File: config.mk
export PLATFORM = sky130hd
export DESIGN_NAME = mpuart_port
export DESIGN_NICKNAME = d
export VERILOG_FILES = /design/src/rtl/mpuart_pkg.sv /design/src/rtl/mpuart_tx.sv /design/src/rtl/mpuart_rx.sv /design/src/rtl/mpuart_regs.sv /design/src/rtl/mpuart_port.sv
export SDC_FILE = /design/constraint.sdc
export NUM_CORES = 1
export LEC_CHECK = 0
export BUFFER_PORTS_ARGS = -buffer_cell sky130_fd_sc_hd__buf_2
export CAP_MARGIN = 20
export CORE_MARGIN = 2
export CORE_UTILIZATION = 60
export DETAILED_ROUTE_END_ITERATION = 8
export PLACE_DENSITY = 0.9
export SYNTH_ARGS = -nofsm -noshare
export SYNTH_HDL_FRONTEND = slang
export SYNTH_HIERARCHICAL = 1
export SYNTH_SLANG_ARGS = --single-unit
File: constraint.sdc
create_clock -name clk -period 1.9 [get_ports clk]
set_input_delay 0.095 -clock clk [delete_from_list [all_inputs] [get_ports clk]]
set_output_delay 0.095 -clock clk [all_outputs]
set_load 0.05 [all_outputs]
File: src/rtl/mpuart_pkg.sv
package mpuart_pkg;
    localparam int UART_DATA_W = 8;

    typedef enum logic [1:0] {
        MODE_SYNC  = 2'b00,
        MODE_8BIT  = 2'b01,
        MODE_9BIT  = 2'b10,
        MODE_9BITV = 2'b11
    } uart_mode_e;

    typedef struct packed {
        logic [UART_DATA_W-1:0] data;
        logic                   bit9;
        logic                   stop;
    } rx_frame_t;
endpackage

File: src/rtl/mpuart_tx.sv
module mpuart_tx
    import mpuart_pkg::*;
#(
    parameter int OVS = 16
) (
    input  logic                   clk,
    input  logic                   rst_n,
    input  logic                   tick,
    input  logic                   start,
    input  logic                   nine,
    input  logic [UART_DATA_W-1:0] din,
    input  logic                   bit9_in,
    output logic                   txd,
    output logic                   busy,
    output logic                   done
);
    localparam int CW = $clog2(OVS);
    localparam int BW = $clog2(UART_DATA_W + 1);

    typedef enum logic [2:0] {
        TX_IDLE, TX_START, TX_DATA, TX_NINTH, TX_STOP
    } tx_state_e;

    tx_state_e              st_q, st_d;
    logic [CW-1:0]          cnt_q, cnt_d;
    logic [UART_DATA_W-1:0] sh_q, sh_d;
    logic [BW-1:0]          nb_q, nb_d;
    logic                   nine_q, nine_d;
    logic                   b9_q, b9_d;
    logic                   bit_end;

    assign bit_end = tick && (cnt_q == CW'(OVS - 1));

    always_comb begin
        st_d   = st_q;
        cnt_d  = cnt_q;
        sh_d   = sh_q;
        nb_d   = nb_q;
        nine_d = nine_q;
        b9_d   = b9_q;
        if (st_q != TX_IDLE && tick) begin
            cnt_d = bit_end ? '0 : cnt_q + 1'b1;
        end
        unique case (st_q)
            TX_IDLE: begin
                if (start) begin
                    st_d   = TX_START;
                    cnt_d  = '0;
                    sh_d   = din;
                    nb_d   = '0;
                    nine_d = nine;
                    b9_d   = bit9_in;
                end
            end
            TX_START: begin
                if (bit_end) st_d = TX_DATA;
            end
            TX_DATA: begin
                if (bit_end) begin
                    sh_d = sh_q >> 1;
                    nb_d = nb_q + 1'b1;
                    if (nb_q == BW'(UART_DATA_W - 1)) begin
                        st_d = nine_q ? TX_NINTH : TX_STOP;
                    end
                end
            end
            TX_NINTH: begin
                if (bit_end) st_d = TX_STOP;
            end
            TX_STOP: begin
                if (bit_end) st_d = TX_IDLE;
            end
            default: st_d = TX_IDLE;
        endcase
    end

    always_ff @(posedge clk or negedge rst_n) begin
        if (!rst_n) begin
            st_q   <= TX_IDLE;
            cnt_q  <= '0;
            sh_q   <= '0;
            nb_q   <= '0;
            nine_q <= 1'b0;
            b9_q   <= 1'b0;
        end else begin
            st_q   <= st_d;
            cnt_q  <= cnt_d;
            sh_q   <= sh_d;
            nb_q   <= nb_d;
            nine_q <= nine_d;
            b9_q   <= b9_d;
        end
    end

    always_comb begin
        busy = (st_q != TX_IDLE);
        done = (st_q == TX_STOP) && bit_end;
        unique case (st_q)
            TX_IDLE:  txd = 1'b1;
            TX_START: txd = 1'b0;
            TX_DATA:  txd = sh_q[0];
            TX_NINTH: txd = b9_q;
            TX_STOP:  txd = 1'b1;
            default:  txd = 1'b1;
        endcase
    end
endmodule

File: src/rtl/mpuart_rx.sv
module mpuart_rx
    import mpuart_pkg::*;
#(
    parameter int OVS         = 16,
    parameter int SYNC_STAGES = 2
) (
    input  logic      clk,
    input  logic      rst_n,
    input  logic      tick,
    input  logic      enable,
    input  logic      nine,
    input  logic      rxd,
    output logic      busy,
    output logic      done,
    output rx_frame_t frame
);
    localparam int CW = $clog2(OVS);
    localparam int BW = $clog2(UART_DATA_W + 1);

    typedef enum logic [2:0] {
        RX_IDLE, RX_START, RX_DATA, RX_NINTH, RX_STOP
    } rx_state_e;

    logic [SYNC_STAGES-1:0] sync_q;
    logic                   prev_q;
    logic                   rx_s;
    rx_state_e              st_q, st_d;
    logic [CW-1:0]          cnt_q, cnt_d;
    logic [UART_DATA_W-1:0] sh_q, sh_d;
    logic [BW-1:0]          nb_q, nb_d;
    logic                   nine_q, nine_d;
    logic                   b9_q, b9_d;
    logic                   half_pt, full_pt;

    assign rx_s    = sync_q[SYNC_STAGES-1];
    assign half_pt = tick && (cnt_q == CW'(OVS / 2 - 1));
    assign full_pt = tick && (cnt_q == CW'(OVS - 1));

    always_comb begin
        st_d   = st_q;
        cnt_d  = cnt_q;
        sh_d   = sh_q;
        nb_d   = nb_q;
        nine_d = nine_q;
        b9_d   = b9_q;
        if (st_q != RX_IDLE && tick) begin
            cnt_d = full_pt ? '0 : cnt_q + 1'b1;
        end
        unique case (st_q)
            RX_IDLE: begin
                if (enable && prev_q && !rx_s) begin
                    st_d   = RX_START;
                    cnt_d  = '0;
                    nb_d   = '0;
                    nine_d = nine;
                end
            end
            RX_START: begin
                if (half_pt) begin
                    cnt_d = '0;
                    st_d  = rx_s ? RX_IDLE : RX_DATA;
                end
            end
            RX_DATA: begin
                if (full_pt) begin
                    sh_d = {rx_s, sh_q[UART_DATA_W-1:1]};
                    nb_d = nb_q + 1'b1;
                    if (nb_q == BW'(UART_DATA_W - 1)) begin
                        st_d = nine_q ? RX_NINTH : RX_STOP;
                    end
                end
            end
            RX_NINTH: begin
                if (full_pt) begin
                    b9_d = rx_s;
                    st_d = RX_STOP;
                end
            end
            RX_STOP: begin
                if (full_pt) st_d = RX_IDLE;
            end
            default: st_d = RX_IDLE;
        endcase
    end

    always_ff @(posedge clk or negedge rst_n) begin
        if (!rst_n) begin
            sync_q <= '1;
            prev_q <= 1'b1;
            st_q   <= RX_IDLE;
            cnt_q  <= '0;
            sh_q   <= '0;
            nb_q   <= '0;
            nine_q <= 1'b0;
            b9_q   <= 1'b0;
        end else begin
            sync_q <= {sync_q[SYNC_STAGES-2:0], rxd};
            prev_q <= rx_s;
            st_q   <= st_d;
            cnt_q  <= cnt_d;
            sh_q   <= sh_d;
            nb_q   <= nb_d;
            nine_q <= nine_d;
            b9_q   <= b9_d;
        end
    end

    always_comb begin
        busy       = (st_q != RX_IDLE);
        done       = (st_q == RX_STOP) && full_pt;
        frame.data = sh_q;
        frame.bit9 = b9_q;
        frame.stop = rx_s;
    end
endmodule

File: src/rtl/mpuart_regs.sv
module mpuart_regs
    import mpuart_pkg::*;
(
    input  logic                   clk,
    input  logic                   rst_n,
    input  logic                   bus_wr,
    input  logic                   bus_addr,
    input  logic [7:0]             bus_wdata,
    output logic [7:0]             bus_rdata,
    input  logic                   tx_done,
    input  logic                   rx_done,
    input  rx_frame_t              rx_frame,
    output logic                   tx_start,
    output logic                   nine_mode,
    output logic                   tb9,
    output logic                   rx_en,
    output logic                   mpe,
    output logic                   ti,
    output logic                   ri,
    output logic [UART_DATA_W-1:0] tx_byte
);
    uart_mode_e             mode_q;
    logic                   ren_q;
    logic                   rb8_q;
    logic [UART_DATA_W-1:0] rbuf_q;
    logic                   wr_ctrl, wr_data, accept;

    assign wr_ctrl   = bus_wr && !bus_addr;
    assign wr_data   = bus_wr && bus_addr;
    assign nine_mode = mode_q[1];
    assign accept    = rx_done && (!nine_mode || !mpe || rx_frame.bit9);
    assign tx_start  = wr_data && (mode_q != MODE_SYNC);
    assign rx_en     = ren_q && (mode_q != MODE_SYNC);
    assign tx_byte   = bus_wdata;

    always_ff @(posedge clk or negedge rst_n) begin
        if (!rst_n) begin
            mode_q <= MODE_SYNC;
            mpe    <= 1'b0;
            ren_q  <= 1'b0;
            tb9    <= 1'b0;
            rb8_q  <= 1'b0;
            ti     <= 1'b0;
            ri     <= 1'b0;
            rbuf_q <= '0;
        end else begin
            if (wr_ctrl) begin
                mode_q <= uart_mode_e'(bus_wdata[7:6]);
                mpe    <= bus_wdata[5];
                ren_q  <= bus_wdata[4];
                tb9    <= bus_wdata[3];
                rb8_q  <= bus_wdata[2];
            end
            ti <= tx_done || (ti && (!wr_ctrl || bus_wdata[1]));
            ri <= accept  || (ri && (!wr_ctrl || bus_wdata[0]));
            if (accept) begin
                rbuf_q <= rx_frame.data;
                rb8_q  <= nine_mode ? rx_frame.bit9 : rx_frame.stop;
            end
        end
    end

    always_comb begin
        if (bus_addr) bus_rdata = rbuf_q;
        else          bus_rdata = {mode_q, mpe, ren_q, tb9, rb8_q, ti, ri};
    end
endmodule

File: src/rtl/mpuart_port.sv
module mpuart_port
    import mpuart_pkg::*;
#(
    parameter int OVS         = 16,
    parameter int SYNC_STAGES = 2
) (
    input  logic       clk,
    input  logic       rst_n,
    input  logic       bus_wr,
    input  logic       bus_addr,
    input  logic [7:0] bus_wdata,
    output logic [7:0] bus_rdata,
    input  logic       baud_tick,
    output logic       txd,
    input  logic       rxd,
    output logic       irq
);
    logic                   tx_start, tx_busy, tx_done;
    logic                   rx_busy, rx_done;
    logic                   nine_mode, tb9, rx_en, mpe, ti, ri;
    logic [UART_DATA_W-1:0] tx_byte;
    rx_frame_t              rx_frame;

    mpuart_regs u_regs (
        .clk(clk), .rst_n(rst_n), .bus_wr(bus_wr), .bus_addr(bus_addr),
        .bus_wdata(bus_wdata), .bus_rdata(bus_rdata), .tx_done(tx_done),
        .rx_done(rx_done), .rx_frame(rx_frame), .tx_start(tx_start),
        .nine_mode(nine_mode), .tb9(tb9), .rx_en(rx_en), .mpe(mpe),
        .ti(ti), .ri(ri), .tx_byte(tx_byte)
    );

    mpuart_tx #(.OVS(OVS)) u_tx (
        .clk(clk), .rst_n(rst_n), .tick(baud_tick), .start(tx_start),
        .nine(nine_mode), .din(tx_byte), .bit9_in(tb9), .txd(txd),
        .busy(tx_busy), .done(tx_done)
    );

    mpuart_rx #(.OVS(OVS), .SYNC_STAGES(SYNC_STAGES)) u_rx (
        .clk(clk), .rst_n(rst_n), .tick(baud_tick), .enable(rx_en),
        .nine(nine_mode), .rxd(rxd), .busy(rx_busy), .done(rx_done),
        .frame(rx_frame)
    );

    assign irq = ti || ri;
endmodule

==> reports/qor.yml <==
slew_headroom_pct: 60.98
worstPathMaxFanout: 16
ys_seq_area_share_pct: 47.26
rows: 26
antenna_found_initial: 0
finalPower_mw: 4.170
rsz0062_at_grt: "false"
grt_pass1_wl_um: 12170
grtUsageTotal_pct: 25.68
drive_gt1_share_pct: 31.10
wl_per_cell_um: 17.37
setup_viol: 0
die-width_um: 77.47
finalNonFillerCells: 398
cp_cell_sequence: "buf_4, nand2_1, a22oi_1, or2_2, buf_2"
fin_crit_ns: 1.788
wl_met2_um: 3517
setup_slack_ns: 0.1123
hold_viol: 0
via_per_inst: 6.204
critPathArrivalTime_ns: 1.69
hpwlAfterDp_um: 4683
ys_ff_latch: 61
slowest_stage: "dfrtp_1"
dpl.cell_count: 375
syn_inst: 296
clk_latency_ns: 0.33
dieArea_mm2: 0.006001
highest-signal-layer: "met4"
drt_pass1_iterations: 4
cts_tree: "yes"
synth_cell_type_count: 66
area_growth_pct: 13.25
netlist_area_mm2: 0.003238
cts_buffer_depth: 2
antenna-diode-count: 0
pre_cts_slack_ns: 0.1711
numPortBuffers: 23
leakage_nw: 1.750
cts_root_buffer: "clkbuf_8"
vias: 2469
clk_pin_slew_ns: 0.07
critPathMaxStageDelay_ns: 0.46
power_density_mw_per_mm2: 1137
synth.avg_cell_area_um2: 10.94
grt.overflow.total: 0
hold_path_class: "input port to flip-flop"
synth_edf_count: 0
fin_worst_skew_ns: 0.008917
initial_core_util_pct: 62.60
tightest_slew_ns: 0.5841
clock-sinks: 61
fin_nets: 341
critPathTopFamily: "buffers and inverters"
drt_iter0_drc: 181
layout_common_cells: "dfrtp_1 (57), mux2_2 (30), nand2_1 (26), buf_2 (23), nor3_1 (14)"
hold_ws_ns: 0.06109
gp_congestion: 0.8821
met1Wirelength_um: 2954
wl_met3_um: 309
ys_async_sr_fraction_pct: 100.0
path_class: "flip-flop to primary output"
yosysWarnings: 6
ios: 24
rrSetupSlack_ns: 0.15
die_h_um: 77.47
design.core.area_mm2: 0.005172
drv_cap: 0
fmax_mhz: 559.4
irDropWorstVdd_mv: 0.8241
ant_nets: 0
crit_path_end_kind: "primary output"
required_ns: 1.80
cp-start-kind: "flip-flop"
ys.flop_type: "dfrtp_1"
min_period_over_period_pct: 94.09
drv_slew: 0
grt_pass1_vias: 2451
critPathBufInv: 2
numCtsBuffers: 9
final_common_cell: "dfrtp_1"
syn_nets: 314
fin_tns_setup_ns: 0
wirelength_um: 6912
grt_max_degree: 28
drcViolationCount: 0
htreeDepth: 3
post_cts_buffers: 0
outcome: "completed"
[worst paths after layout]
kind                       cells past startpoint               end           start
max reg2reg                                    5      u_rx/st_q[1]   u_rx/cnt_q[0]
max                                            5               txd    u_tx/st_q[1]
min                                            3         u_regs/ti    bus_wdata[1]
min reg2reg                                    0    u_rx/sync_q[1]  u_rx/sync_q[0]
min in group asynchronous                      2      u_tx/sh_q[0]           rst_n
max in group asynchronous                      3  u_regs/rbuf_q[5]           rst_n
[power by group]
group          internal, mW  leakage (nW)  switching (mW)
clock                 0.745         0.110           0.551
sequential             1.51         0.803           0.285
combinational         0.508         0.838           0.574
[cell type report]
cell class	instances	area, µm²
clock buffers	9	123.9
clock inverters	7	98.84
fillers	337	1505
inverters	10	37.54
multi-input cells	199	1513
flip-flops and latches	61	1531
well taps	70	87.58
repair buffers	42	275.3
[logic make-up (layout without fill, tap and decap cells)]
group                      Yosys count  after routing  share of synthesized area [%]
adders and majority gates            4              4                          1.546
xor gates and xnor gates             2              2                         0.5411
muxes                               34             34                          11.98
and+or+nand+nor                     94             94                          16.42
AOI/OAI and AO/OA                   65             65                          16.04
DFF                                 61             61                          47.26
buffers and inverters               36             68                          6.221
[cells in the mapped netlist, types with 4 or more instances]
library cell	count	area [µm²]
nand2_1	26	97.59
o211ai_1	4	30.03
dfrtp_1	58	1451
buf_4	11	82.58
nor3_1	14	70.07
o211a_1	4	40.04
clkbuf_1	5	18.77
o21ai_0	11	55.05
nand3_1	8	40.04
nand2b_1	4	25.02
ha_1	4	50.05
a21oi_1	5	25.02
mux2_2	30	337.8
inv_1	9	33.78
a31oi_1	4	25.02
o22ai_1	5	31.28
buf_2	8	40.04
nor2_1	12	45.04
a211oi_1	6	45.04
[state kept, by name, summed over array words and instances (netlist names), 2 cells and up]
name and cells:
u_rx/cnt_q 4, u_tx/st_q 3, u_tx/nb_q 4, u_tx/sh_q 8, u_rx/nb_q 4, u_regs/mode_q 2, u_rx/st_q 3, u_rx/sh_q 8
u_rx/sync_q 2, u_regs/rbuf_q 8, u_tx/cnt_q 4
[metrics by stage]
| step | util [%] | cell area, µm² |
|---|---|---|
| global route | 70.90 | 3667 |
| global placement | 65.09 | 3367 |
| CTS | 70.75 | 3660 |
| finish | 70.90 | 3667 |
| floorplan | - | 3238 |
| detailed placement | 65.09 | 3367 |
[metal layers]
metal,vias to the layer above,GRT usage [%]
met5,-,0
met4,0,10.36
met3,13,4.651
met2,65,41.74
met1,1245,34.30
li1,1146,-
[tightest hold or removal path, stage by stage]
cell      delay, ns
buf_2          0.10
o21ai_0        0.09
nand2b_1       0.08
[what timing repair did]
action / in CTS / in global routing
setup endpoints to repair: 0 / 2
hold buffers: 7 / 0
gates resized for setup: 0 / 2
endpoints found under the hold margin: 23 / 0
Power figures use the tool's default switching activity.
